--- config.mk ---
export PLATFORM = sky130hd
export DESIGN_NAME = serial_port_wm
export DESIGN_NICKNAME = d
export VERILOG_FILES = /design/src/rtl/serial_port_pkg.sv /design/src/rtl/serial_fifo.sv /design/src/rtl/serial_port_dp.sv /design/src/rtl/serial_port_ctrl.sv /design/src/rtl/serial_port_wm.sv
export SDC_FILE = /design/constraint.sdc
export NUM_CORES = 1
export LEC_CHECK = 0
export ABC_AREA = 1
export ABC_CLOCK_PERIOD_IN_PS = 3350
export BUFFER_PORTS_ARGS = -buffer_cell sky130_fd_sc_hd__buf_2
export CORE_MARGIN = 2
export CORE_UTILIZATION = 45
export DETAILED_ROUTE_END_ITERATION = 7
export SYNTH_ARGS = -nofsm -noshare
export SYNTH_HDL_FRONTEND = slang
export SYNTH_SLANG_ARGS = --single-unit
export TNS_END_PERCENT = 10
--- constraint.sdc ---
create_clock -name clk -period 3.35 [get_ports clk]
set_input_delay 0.335 -clock clk [delete_from_list [all_inputs] [get_ports clk]]
set_output_delay 0.335 -clock clk [all_outputs]
set_load 0.02 [all_outputs]
--- src/rtl/serial_port_pkg.sv ---
`timescale 1ns/1ps
package serial_port_pkg;
  typedef enum logic [2:0] {
    REG_TXD = 3'd0, REG_RXD = 3'd1, REG_TXC = 3'd2, REG_RXC = 3'd3,
    REG_IE  = 3'd4, REG_IP  = 3'd5, REG_DIV = 3'd6
  } regSelT;

  typedef struct packed {
    logic       txPush;
    logic       rxPop;
    logic [7:0] txByte;
  } stbT;

  typedef enum logic { TX_IDLE, TX_SEND } txStateT;
  typedef enum logic [1:0] { RX_IDLE, RX_START, RX_DATA, RX_STOP } rxStateT;
endpackage

--- src/rtl/serial_fifo.sv ---
`timescale 1ns/1ps
module serial_fifo #(
  parameter int DEPTH = 8,
  parameter int WIDTH = 8,
  localparam int PTR_W = (DEPTH > 1) ? $clog2(DEPTH) : 1,
  localparam int CNT_W = $clog2(DEPTH + 1)
) (
  input  logic             clk,
  input  logic             rstN,
  input  logic             push,
  input  logic             pop,
  input  logic [WIDTH-1:0] din,
  output logic [WIDTH-1:0] dout,
  output logic [CNT_W-1:0] count,
  output logic             full,
  output logic             empty
);
  logic [WIDTH-1:0] mem [DEPTH];
  logic [PTR_W-1:0] wrPtr, rdPtr;
  logic doPush, doPop;

  assign full   = (count == CNT_W'(DEPTH));
  assign empty  = (count == '0);
  assign doPop  = pop && !empty;
  assign doPush = push && (!full || doPop);
  assign dout   = mem[rdPtr];

  function automatic logic [PTR_W-1:0] nextPtr(input logic [PTR_W-1:0] p);
    return (p == PTR_W'(DEPTH - 1)) ? '0 : p + PTR_W'(1);
  endfunction

  always_ff @(posedge clk) begin
    if (doPush) mem[wrPtr] <= din;
  end

  always_ff @(posedge clk) begin
    if (!rstN) begin
      wrPtr <= '0;
      rdPtr <= '0;
      count <= '0;
    end else begin
      if (doPush) wrPtr <= nextPtr(wrPtr);
      if (doPop)  rdPtr <= nextPtr(rdPtr);
      case ({doPush, doPop})
        2'b10:   count <= count + CNT_W'(1);
        2'b01:   count <= count - CNT_W'(1);
        default: count <= count;
      endcase
    end
  end


  no_overflow_chk: assert property (@(posedge clk) disable iff (!rstN)
    (full && push && !pop) |=> (count == CNT_W'(DEPTH)));

  no_underflow_chk: assert property (@(posedge clk) disable iff (!rstN)
    (empty && pop && !push) |=> (count == '0));
endmodule

--- src/rtl/serial_port_dp.sv ---
`timescale 1ns/1ps
module serial_port_dp
  import serial_port_pkg::*;
#(
  parameter int DEPTH = 8,
  parameter int DIV_W = 16,
  localparam int CNT_W = $clog2(DEPTH + 1)
) (
  input  logic             clk,
  input  logic             rstN,
  input  stbT              stb,
  input  logic             txEn,
  input  logic             rxEn,
  input  logic             twoStop,
  input  logic [DIV_W-1:0] divisor,
  input  logic             rxIn,
  output logic             txOut,
  output logic [CNT_W-1:0] txCount,
  output logic [CNT_W-1:0] rxCount,
  output logic             txFull,
  output logic             rxEmpty,
  output logic [7:0]       rxHead
);
  localparam logic [DIV_W-1:0] ONE = DIV_W'(1);

  logic [DIV_W-1:0] divEff;
  assign divEff = (divisor == '0) ? ONE : divisor;

  // transmit queue and engine
  logic       txEmpty, txStart, txTick, txDone;
  logic [7:0] txHead;
  txStateT    txState;
  logic [10:0] txShift;
  logic [3:0]  txBits;
  logic [DIV_W-1:0] txDiv;

  serial_fifo #(.DEPTH(DEPTH), .WIDTH(8)) txQ (
    .clk(clk), .rstN(rstN), .push(stb.txPush), .pop(txStart), .din(stb.txByte),
    .dout(txHead), .count(txCount), .full(txFull), .empty(txEmpty));

  assign txTick  = (txDiv == '0);
  assign txDone  = (txState == TX_SEND) && txTick && (txBits == 4'd1);
  assign txStart = txEn && !txEmpty && ((txState == TX_IDLE) || txDone);
  assign txOut   = (txState == TX_SEND) ? txShift[0] : 1'b1;

  always_ff @(posedge clk) begin
    if (!rstN) begin
      txState <= TX_IDLE;
      txShift <= '1;
      txBits  <= '0;
      txDiv   <= '0;
    end else if (txStart) begin
      txShift <= {2'b11, txHead, 1'b0};
      txBits  <= twoStop ? 4'd11 : 4'd10;
      txDiv   <= divEff - ONE;
      txState <= TX_SEND;
    end else if (txDone) begin
      txState <= TX_IDLE;
    end else if (txState == TX_SEND) begin
      if (txTick) begin
        txShift <= {1'b1, txShift[10:1]};
        txBits  <= txBits - 4'd1;
        txDiv   <= divEff - ONE;
      end else begin
        txDiv <= txDiv - ONE;
      end
    end
  end

  // receive engine and queue
  logic [1:0] rxSync;
  logic       rxS, rxTick, rxPush;
  rxStateT    rxState;
  logic [2:0] rxBits;
  logic [7:0] rxShift;
  logic [DIV_W-1:0] rxDiv;
  logic       rxFull;

  assign rxS    = rxSync[1];
  assign rxTick = (rxDiv == '0);
  assign rxPush = rxEn && (rxState == RX_STOP) && rxTick && rxS;

  serial_fifo #(.DEPTH(DEPTH), .WIDTH(8)) rxQ (
    .clk(clk), .rstN(rstN), .push(rxPush), .pop(stb.rxPop), .din(rxShift),
    .dout(rxHead), .count(rxCount), .full(rxFull), .empty(rxEmpty));

  always_ff @(posedge clk) begin
    if (!rstN) begin
      rxSync  <= 2'b11;
      rxState <= RX_IDLE;
      rxBits  <= '0;
      rxShift <= '0;
      rxDiv   <= '0;
    end else begin
      rxSync <= {rxSync[0], rxIn};
      if (!rxEn) begin
        rxState <= RX_IDLE;
      end else begin
        case (rxState)
          RX_IDLE: if (!rxS) begin
            rxState <= RX_START;
            rxDiv   <= divEff >> 1;
          end
          RX_START: if (rxTick) begin
            rxState <= rxS ? RX_IDLE : RX_DATA;
            rxDiv   <= divEff - ONE;
            rxBits  <= '0;
          end else rxDiv <= rxDiv - ONE;
          RX_DATA: if (rxTick) begin
            rxShift <= {rxS, rxShift[7:1]};
            rxDiv   <= divEff - ONE;
            rxBits  <= rxBits + 3'd1;
            if (rxBits == 3'd7) rxState <= RX_STOP;
          end else rxDiv <= rxDiv - ONE;
          default: if (rxTick) rxState <= RX_IDLE;
                   else rxDiv <= rxDiv - ONE;
        endcase
      end
    end
  end


  tx_hold_chk: assert property (@(posedge clk) disable iff (!rstN)
    (!txEn && txState == TX_IDLE) |=> (txState == TX_IDLE && txOut));

  rx_off_chk: assert property (@(posedge clk) disable iff (!rstN)
    (!rxEn && rxState == RX_IDLE) |=> $stable(rxCount) || $past(stb.rxPop));

  rx_drop_chk: assert property (@(posedge clk) disable iff (!rstN)
    (rxFull && !stb.rxPop) |=> (rxCount == CNT_W'(DEPTH)));
endmodule

--- src/rtl/serial_port_ctrl.sv ---
`timescale 1ns/1ps
module serial_port_ctrl
  import serial_port_pkg::*;
#(
  parameter int DATA_W    = 32,
  parameter int DIV_W     = 16,
  parameter int DIV_RESET = 4340,
  parameter int CNT_W     = 4,
  parameter int WM_W      = 3,
  parameter int WM_LSB    = 16,
  localparam int FLAG_BIT = DATA_W - 1
) (
  input  logic              clk,
  input  logic              rstN,
  input  logic [2:0]        regSel,
  input  logic              regWr,
  input  logic              regRd,
  input  logic [DATA_W-1:0] regWdata,
  output logic [DATA_W-1:0] regRdata,
  output logic              irqOut,
  output stbT               stb,
  output logic              txEn,
  output logic              rxEn,
  output logic              twoStop,
  output logic [DIV_W-1:0]  divisor,
  input  logic [CNT_W-1:0]  txCount,
  input  logic [CNT_W-1:0]  rxCount,
  input  logic              txFull,
  input  logic              rxEmpty,
  input  logic [7:0]        rxHead
);
  logic [WM_W-1:0] txWm, rxWm;
  logic [1:0] ie, pend;
  regSelT sel;
  logic unusedWdata;

  assign sel = regSelT'(regSel);
  assign unusedWdata = ^regWdata;

  assign stb.txPush = regWr && (sel == REG_TXD);
  assign stb.txByte = regWdata[7:0];
  assign stb.rxPop  = regRd && (sel == REG_RXD) && !rxEmpty;

  assign pend[0] = int'(txCount) < int'(txWm);
  assign pend[1] = int'(rxCount) > int'(rxWm);
  assign irqOut  = |(pend & ie);

  always_ff @(posedge clk) begin
    if (!rstN) begin
      txEn <= 1'b0; twoStop <= 1'b0; txWm <= '0;
      rxEn <= 1'b0; rxWm <= '0; ie <= '0;
      divisor <= DIV_W'(DIV_RESET);
    end else if (regWr) begin
      case (sel)
        REG_TXC: begin
          txEn    <= regWdata[0];
          twoStop <= regWdata[1];
          txWm    <= regWdata[WM_LSB +: WM_W];
        end
        REG_RXC: begin
          rxEn <= regWdata[0];
          rxWm <= regWdata[WM_LSB +: WM_W];
        end
        REG_IE:  ie      <= regWdata[1:0];
        REG_DIV: divisor <= regWdata[DIV_W-1:0];
        default: ;
      endcase
    end
  end

  always_comb begin
    regRdata = '0;
    case (sel)
      REG_TXD: regRdata[FLAG_BIT] = txFull;
      REG_RXD: begin
        regRdata[FLAG_BIT] = rxEmpty;
        regRdata[7:0]      = rxEmpty ? 8'h00 : rxHead;
      end
      REG_TXC: begin
        regRdata[1:0] = {twoStop, txEn};
        regRdata[WM_LSB +: WM_W] = txWm;
      end
      REG_RXC: begin
        regRdata[0] = rxEn;
        regRdata[WM_LSB +: WM_W] = rxWm;
      end
      REG_IE:  regRdata[1:0] = ie;
      REG_IP:  regRdata[1:0] = pend;
      REG_DIV: regRdata[DIV_W-1:0] = divisor;
      default: ;
    endcase
  end


  rx_pend_chk: assert property (@(posedge clk) disable iff (!rstN)
    pend[1] |-> !rxEmpty);

  tx_pend_chk: assert property (@(posedge clk) disable iff (!rstN)
    pend[0] |-> (!txFull && txWm != '0));

  irq_src_chk: assert property (@(posedge clk) disable iff (!rstN)
    irqOut |-> (ie != 2'b00));
endmodule

--- src/rtl/serial_port_wm.sv ---
`timescale 1ns/1ps
module serial_port_wm
  import serial_port_pkg::*;
#(
  parameter int DEPTH     = 8,
  parameter int DATA_W    = 32,
  parameter int DIV_W     = 16,
  parameter int DIV_RESET = 4340,
  parameter int WM_W      = 3,
  parameter int WM_LSB    = 16,
  localparam int CNT_W    = $clog2(DEPTH + 1)
) (
  input  logic              clk,
  input  logic              rstN,
  input  logic [2:0]        regSel,
  input  logic              regWr,
  input  logic              regRd,
  input  logic [DATA_W-1:0] regWdata,
  output logic [DATA_W-1:0] regRdata,
  output logic              txOut,
  input  logic              rxIn,
  output logic              irqOut
);
  stbT stb;
  logic txEn, rxEn, twoStop, txFull, rxEmpty;
  logic [DIV_W-1:0] divisor;
  logic [CNT_W-1:0] txCount, rxCount;
  logic [7:0] rxHead;

  serial_port_ctrl #(.DATA_W(DATA_W), .DIV_W(DIV_W), .DIV_RESET(DIV_RESET),
                     .CNT_W(CNT_W), .WM_W(WM_W), .WM_LSB(WM_LSB)) ctrl (
    .clk(clk), .rstN(rstN), .regSel(regSel), .regWr(regWr), .regRd(regRd),
    .regWdata(regWdata), .regRdata(regRdata), .irqOut(irqOut), .stb(stb),
    .txEn(txEn), .rxEn(rxEn), .twoStop(twoStop), .divisor(divisor),
    .txCount(txCount), .rxCount(rxCount), .txFull(txFull), .rxEmpty(rxEmpty),
    .rxHead(rxHead));

  serial_port_dp #(.DEPTH(DEPTH), .DIV_W(DIV_W)) dp (
    .clk(clk), .rstN(rstN), .stb(stb), .txEn(txEn), .rxEn(rxEn),
    .twoStop(twoStop), .divisor(divisor), .rxIn(rxIn), .txOut(txOut),
    .txCount(txCount), .rxCount(rxCount), .txFull(txFull), .rxEmpty(rxEmpty),
    .rxHead(rxHead));
endmodule

* After elaboration in Yosys (flattened, before gate mapping)
Memory sizes are Yosys's and may differ from the RTL's. A register that Yosys moved wholly into a read port is not among the register bits. Cells that the tools add are included.
Operators by class: magnitude comparators 2, add/sub/neg operators 13, reductions and logical operators 48, bitwise logic cells 2, eq/ne operators 27, multiplexer cells 52
Operators by type and width (number):
- $mux 16 | 8
- $logic_not 16->1 | 3
- $sub 16x1->16 const B | 3
- $mux 9 | 4
- $pmux 16 s2 | 1
- $mux 3 | 10
- $eq 3x3->1 const B | 8
- $mux 4 | 4
- $mux 8 | 2
- $pmux 4 s2 | 2
- $add 3x1->3 const B | 5
- $logic_and 1x1->1 | 14
- $reduce_bool 2->1 | 7
- $mux 2 | 6
- $pmux 3 s2 | 2
- $pmux 6 s2 | 1
- $reduce_and 2->1 | 6
- $sub 4x1->4 const B | 3
- $reduce_and 3->1 | 3
- $add 4x1->4 const B | 2
- $eq 2x2->1 const B | 4
- $eq 4x4->1 const B | 2
- $logic_not 4->1 | 2
- $mux 1 | 8
- other kinds (22) | 34
Storage, ports and cells: bits of input ports 40, bits in writable memories 128, logic and storage cells 168, bits in registers 108, memories kept 2
Memory list:
- dp.rxQ.mem | words 8, bits a word 8, rd ports 1, clocked after memory_dff 1, wr ports 1, RTL line serial_fifo.sv:18 | logic [WIDTH-1:0] mem [DEPTH];
- dp.txQ.mem | words 8, bits a word 8, rd ports 1, clocked after memory_dff 1, wr ports 1, RTL line serial_fifo.sv:18

* Longest topological paths before layout
depth in word-level cells 10, mapped depth 19, mapped depth without buffers 19

* By module
Synthesis repeated with hierarchy kept, for this count alone.
Unflattened totals: cell total of the unflattened synthesis 1448, area, all modules 12319.3 µm²
Modules (own cells, without submodules):
- serial_fifo | cells an instance 278, area an instance 3239.4 µm², instances 2, seq. area each 2182.1 µm²
- serial_port_dp | cells an instance 640, area an instance 4190.3 µm², instances 1, seq. area each 1221.2 µm²
- serial_port_ctrl | cells an instance 252, area an instance 1650.3 µm², instances 1, seq. area each 540.5 µm²

* Worst setup path before layout
No wires, ideal clock.
path type reg-to-reg, start register dp.rxDiv[0], end memory dp.rxQ.mem[1][0] (enable), slack 0.906 ns, path buffers 1, library setup time 0.383 ns, cell stages (with the launch flop) 10, data arrival time 2.061 ns, clock period less this slack 2.444 ns, cell sequence dfxtp_1 inv_1 ha_1 inv_1 nor3_1 nand3_2 buf_6 nor4_4 nand2_1 nor3_1
Between the ends: cells in the longest elaborated chain, start to end 6
Ends and longest elaborated chain:
- start: declaration | RTL line serial_port_dp.sv:76 | logic [DIV_W-1:0] rxDiv;
- start signal: assignment | RTL line serial_port_dp.sv:102 | rxDiv <= divEff >> 1;
- start signal: assignment | RTL line serial_port_dp.sv:106 | rxDiv <= divEff - ONE;
- start signal: assignment | RTL line serial_port_dp.sv:108 | end else rxDiv <= rxDiv - ONE;
- $logic_not 16->1 | RTL line serial_port_dp.sv:80 | assign rxTick = (rxDiv == '0);
- $logic_and 1x1->1 (2 in series) | RTL line serial_port_dp.sv:81 | assign rxPush = rxEn && (rxState == RX_STOP) && rxTick && rxS;
- $logic_and 1x1->1 | RTL line serial_fifo.sv:25 | assign doPush = push && (!full || doPop);
- $mux 1 | RTL line serial_fifo.sv:33 | if (doPush) mem[wrPtr] <= din;
- $mux 1 (not written as such) | RTL line serial_fifo.sv:33
- end: declaration | RTL line serial_fifo.sv:18
Every way passes these cells.

* Final worst setup path
start register dp.rxDiv[0], end register dp.rxQ.count[3]
Between the ends: cells in the longest elaborated chain, start to end 6, elaborated cells on any way between the ends 8
Ends and longest elaborated chain:
- $logic_not 16->1 (*) | RTL line serial_port_dp.sv:80
- $logic_and 1x1->1 (*) (2 in series) | RTL line serial_port_dp.sv:81
- $logic_and 1x1->1 (*) | RTL line serial_fifo.sv:25
- $eq 2x1->1 / $eq 2x2->1 (equally long branches) | RTL line serial_fifo.sv:44 | case ({doPush, doPop})
- $pmux 4 s2 / $reduce_bool 2->1 (equally long branches)
- end signal: assignment | RTL line serial_fifo.sv:45 | 2'b10: count <= count + CNT_W'(1);
- end signal: assignment | RTL line serial_fifo.sv:46 | 2'b01: count <= count - CNT_W'(1);
- end signal: assignment | RTL line serial_fifo.sv:47 | default: count <= count;
- end: declaration | RTL line serial_fifo.sv:14 | output logic [CNT_W-1:0] count,
Every way passes the cells marked *; elsewhere a longest branch is shown, timed or not. A chain may end at the register's enable or synchronous reset.

==> results.txt <==
Worst R2R Start: dp.rxDiv[0]$_SDFFE_PN0P_
Critical Path AT: 3.21 ns
setup repair after global routing missed its margin: no
initial antenna violation count: 0
setup TNS: 0 ns
drc violations: 0
vias per cell: 5.36
Setup crit end kind: flip-flop
worst slack, placed: 0.588 ns
CTS Root Cell: clkbuf_16
worst flop-to-flop path endpoint: dp.rxQ.count[3]$_SDFFE_PN0P_
DPL Wire Length: 20800 microns
1st-iter DRT viols: 642
worst hold path class: input port to flip-flop
final cycle utilization of the critical path: 82.6%
DIE WIDTH: 166 microns
maxcap violations: 0
clk sink count: 242
CP top delay family: simple AND/OR/NAND/NOR gates
First-pass DRT Iterations: 5
FMAX: 0.361 GHz
Buf/Inv on CP: 5
flops & latches, synth: 242
Nets: 1486
cells along the critical path: inv_1 -> ha_1 -> inv_1 -> nor3_1 -> nand4_1 -> nand2_1 -> inv_1 -> ha_1 -> nand2_1 -> nand2_1 -> a31oi_1 -> inv_1 -> nand2_1 -> nand2_1 -> inv_1 -> nand3_1 -> nand2_1 -> nor2_1
Antenna Nets Post-Route: 0
FF-to-FF setup slack: 0.58 ns
crit path max fanout: 4
Synth Cell Area: 11800 sq um
Mapped Cells: 1360
startpoint types: flip-flop
Wirelength per Cell: 17.0 microns
final hold violations: 0
Post-synth EDFFs: 128
number of global-route vias before repair: 8978
largest family of logic cells by synthesized area: simple AND/OR/NAND/NOR gates
first-pass GRT wire length: 48600 microns
Slew @ Worst Pin: 0.815 ns
TritonCTS buffer count: 27
Synth Area in Compound Gates: 14.5%
synthesized area per cell: 8.66 sq um
Initial Util: 45.5%
# IOs: 74
Core Region: 25900 sq um
Worst Setup SP: dp.rxDiv[0]$_SDFFE_PN0P_
Final WS setup: 0.583 ns
Synth top area share: 32.6%
Synth Area in Simple Gates: 19.9%
XOR/XNOR Fraction of Synth Area: 2.30%
Synth Warn #: 0
DRT Wirelength: 30000 microns
Top cell by count, worst path: nand2_1
ranking of synthesized cells by area: edfxtp_1 (33%), dfxtp_1 (19%), nand2_1 (8.1%)
Worst VDD drop: 0.476 mV
clock buffer depth: 3
Async SR Flop Fraction: 0%
Pwr Density: 488 nW/um^2
Synth area leader: edfxtp_1
worst skew pair latency: 0.54 ns
crit-path max cell delay: 0.34 ns
GP Congestion: 0.885
required time of the worst setup path: 3.79 ns
Adder-Cell Fraction of Synth Area: 3.63%
most frequent cells after synthesis: nand2_1 (253), nor2_1 (158), o21ai_0 (140), edfxtp_1 (128), inv_1 (116)
layout cells sized above 1: 10.2%
clock-pin slew on the worst setup and hold paths: 0.06 ns
die height: 166 microns
Crit path depth: 18
largest net degree at the start of global routing: 47
Core Rows: 59
slew margin rel.: 45.4%
setup violators final: 0
Leakage Power: 0.00549 uW
Pwr Total: 6440 uW
ant diodes: 0
reg2reg path depth: 18
number of vias in the routed layout: 9475
CTS tree: yes
worst setup path end: dp.rxQ.count[3]$_SDFFE_PN0P_
most frequent cell after synthesis: nand2_1
PortBufs: 48
Crit-path slowest cell: ha_1
skew final: 0.0119 ns
H-Tree Level Count: 1
DIE AREA: 27500 sq um
mux contribution to synthesized area: 0.850%
gr ovfl total: 0
post-layout min period: 2.77 ns
Top FF cell, synth: edfxtp_1
Fillers: 2412
status: complete, no violations
critical path type: flip-flop to flip-flop
count of cell types in the netlist: 48
Slew Limit Fails: 0
Total GRT Usage: 21.7%
area delta synth->final: 12.1%
Seq/Total Area, Yosys: 52.0%
## layer usage
| metal | up-vias | GRT usage, % | wire (microns) |
|---|---|---|---|
| met5 | - | 0 | 0 |
| li1 | 4745 | - | - |
| met2 | 223 | 36.0 | 14300 |
| met4 | 0 | 6.20 | 626 |
| met1 | 4467 | 30.4 | 13800 |
| met3 | 40 | 2.24 | 1320 |
## registers in the layout, indices dropped and copies added (netlist names), 8 cells and up, named ones only
register      cells
dp.rxQ.mem       64
dp.txQ.mem       64
ctrl.divisor     16
dp.rxDiv         16
dp.txDiv         16
dp.txShift        9
dp.rxShift        8
## cell families (layout without fill, tap and decap cells)
group	count (synthesis)	in the layout
AND/OR/NAND/NOR	549	549
other	1	12
flip-flops	242	242
multiplexers	10	10
buffers and inverters	188	250
adder cells (fa/ha/maj)	33	33
XOR/XNOR	31	31
AO/OA/AOI/OAI	306	306
## cell usage in the layout (no fill, tap or decap), drive strengths merged, types with 12 or more instances in the layout
cell and count:
a21oi 94, a31oi 12, buf 74, clkbuf 32
clkinv 15, conb 12, dfxtp 114, edfxtp 128
ha 31, inv 124, nand2 261, nand3 66
nand4 14, nor2 165, nor3 27, o21ai 144
o22ai 23, xor2 21
## power breakdown
group          leakage, uW  internal [uW]  total [uW]  switching, uW
Combinational      0.00291            132         447            315
Clock             0.000414           1640        2830           1200
Sequential         0.00217           3140        3160           27.7
Total              0.00549           4900        6440           1540
## timing repair
item / CTS / global route
hold buffers: 1 / 0
hold endpoints to repair: 1 / 0
buffers inserted: 0 / 0
resized for setup: 0 / 0
## worst reg2reg max path: stages, from the launching register on
cell,delay (ns)
dfxtp_1,0.33
inv_1,0.10
ha_1,0.16
inv_1,0.06
nor3_1,0.30
nand4_1,0.28
nand2_1,0.26
inv_1,0.11
ha_1,0.34
nand2_1,0.08
nand2_1,0.04
a31oi_1,0.18
inv_1,0.06
nand2_1,0.06
nand2_1,0.05
inv_1,0.07
nand3_1,0.07
nand2_1,0.06
nor2_1,0.04
## how the worst min path moves through the flow
stage / start / to / cells after the start
2_1_floorplan: dp.rxSync[0]$_SDFF_PN1_ / dp.rxSync[1]$_SDFF_PN1_ / 1
3_3_place_gp: dp.rxSync[0]$_SDFF_PN1_ / dp.rxSync[1]$_SDFF_PN1_ / 1
3_5_place_dp: dp.rxSync[0]$_SDFF_PN1_ / dp.rxSync[1]$_SDFF_PN1_ / 1
4_1_cts: regWdata[12] / ctrl.divisor[12]$_SDFFE_PN1P_ / 3
5_1_grt: regWdata[12] / ctrl.divisor[12]$_SDFFE_PN1P_ / 3
6_report: regWdata[12] / ctrl.divisor[12]$_SDFFE_PN1P_ / 3
## area by class of cell
| cell class | instances | area, sq um | area share, % |
|---|---|---|---|
| Sequential cell | 242 | 6130 | 46.4 |
| Multi-Input combinational cell | 941 | 4900 | 37.1 |
| Clock buffer | 32 | 694 | 5.26 |
| Inverter | 126 | 473 | 3.58 |
| Timing Repair Buffer | 75 | 445 | 3.37 |
| Tap cell | 335 | 419 | 3.17 |
| Clock inverter | 17 | 145 | 1.10 |
## metrics by stage
stage          utilization (%)  hold WS, ns  cell area (sq um)  instances
2_1_floorplan                -        0.393              11800       1371
3_3_place_gp              47.7        0.398              12400       1718
3_5_place_dp              47.7        0.398              12400       1718
4_1_cts                   51.0       0.0436              13200       1768
5_1_grt                   51.0       0.0612              13200       1768
6_report                  51.0       0.0533              13200       1768
(Power assumes the default switching activity.)
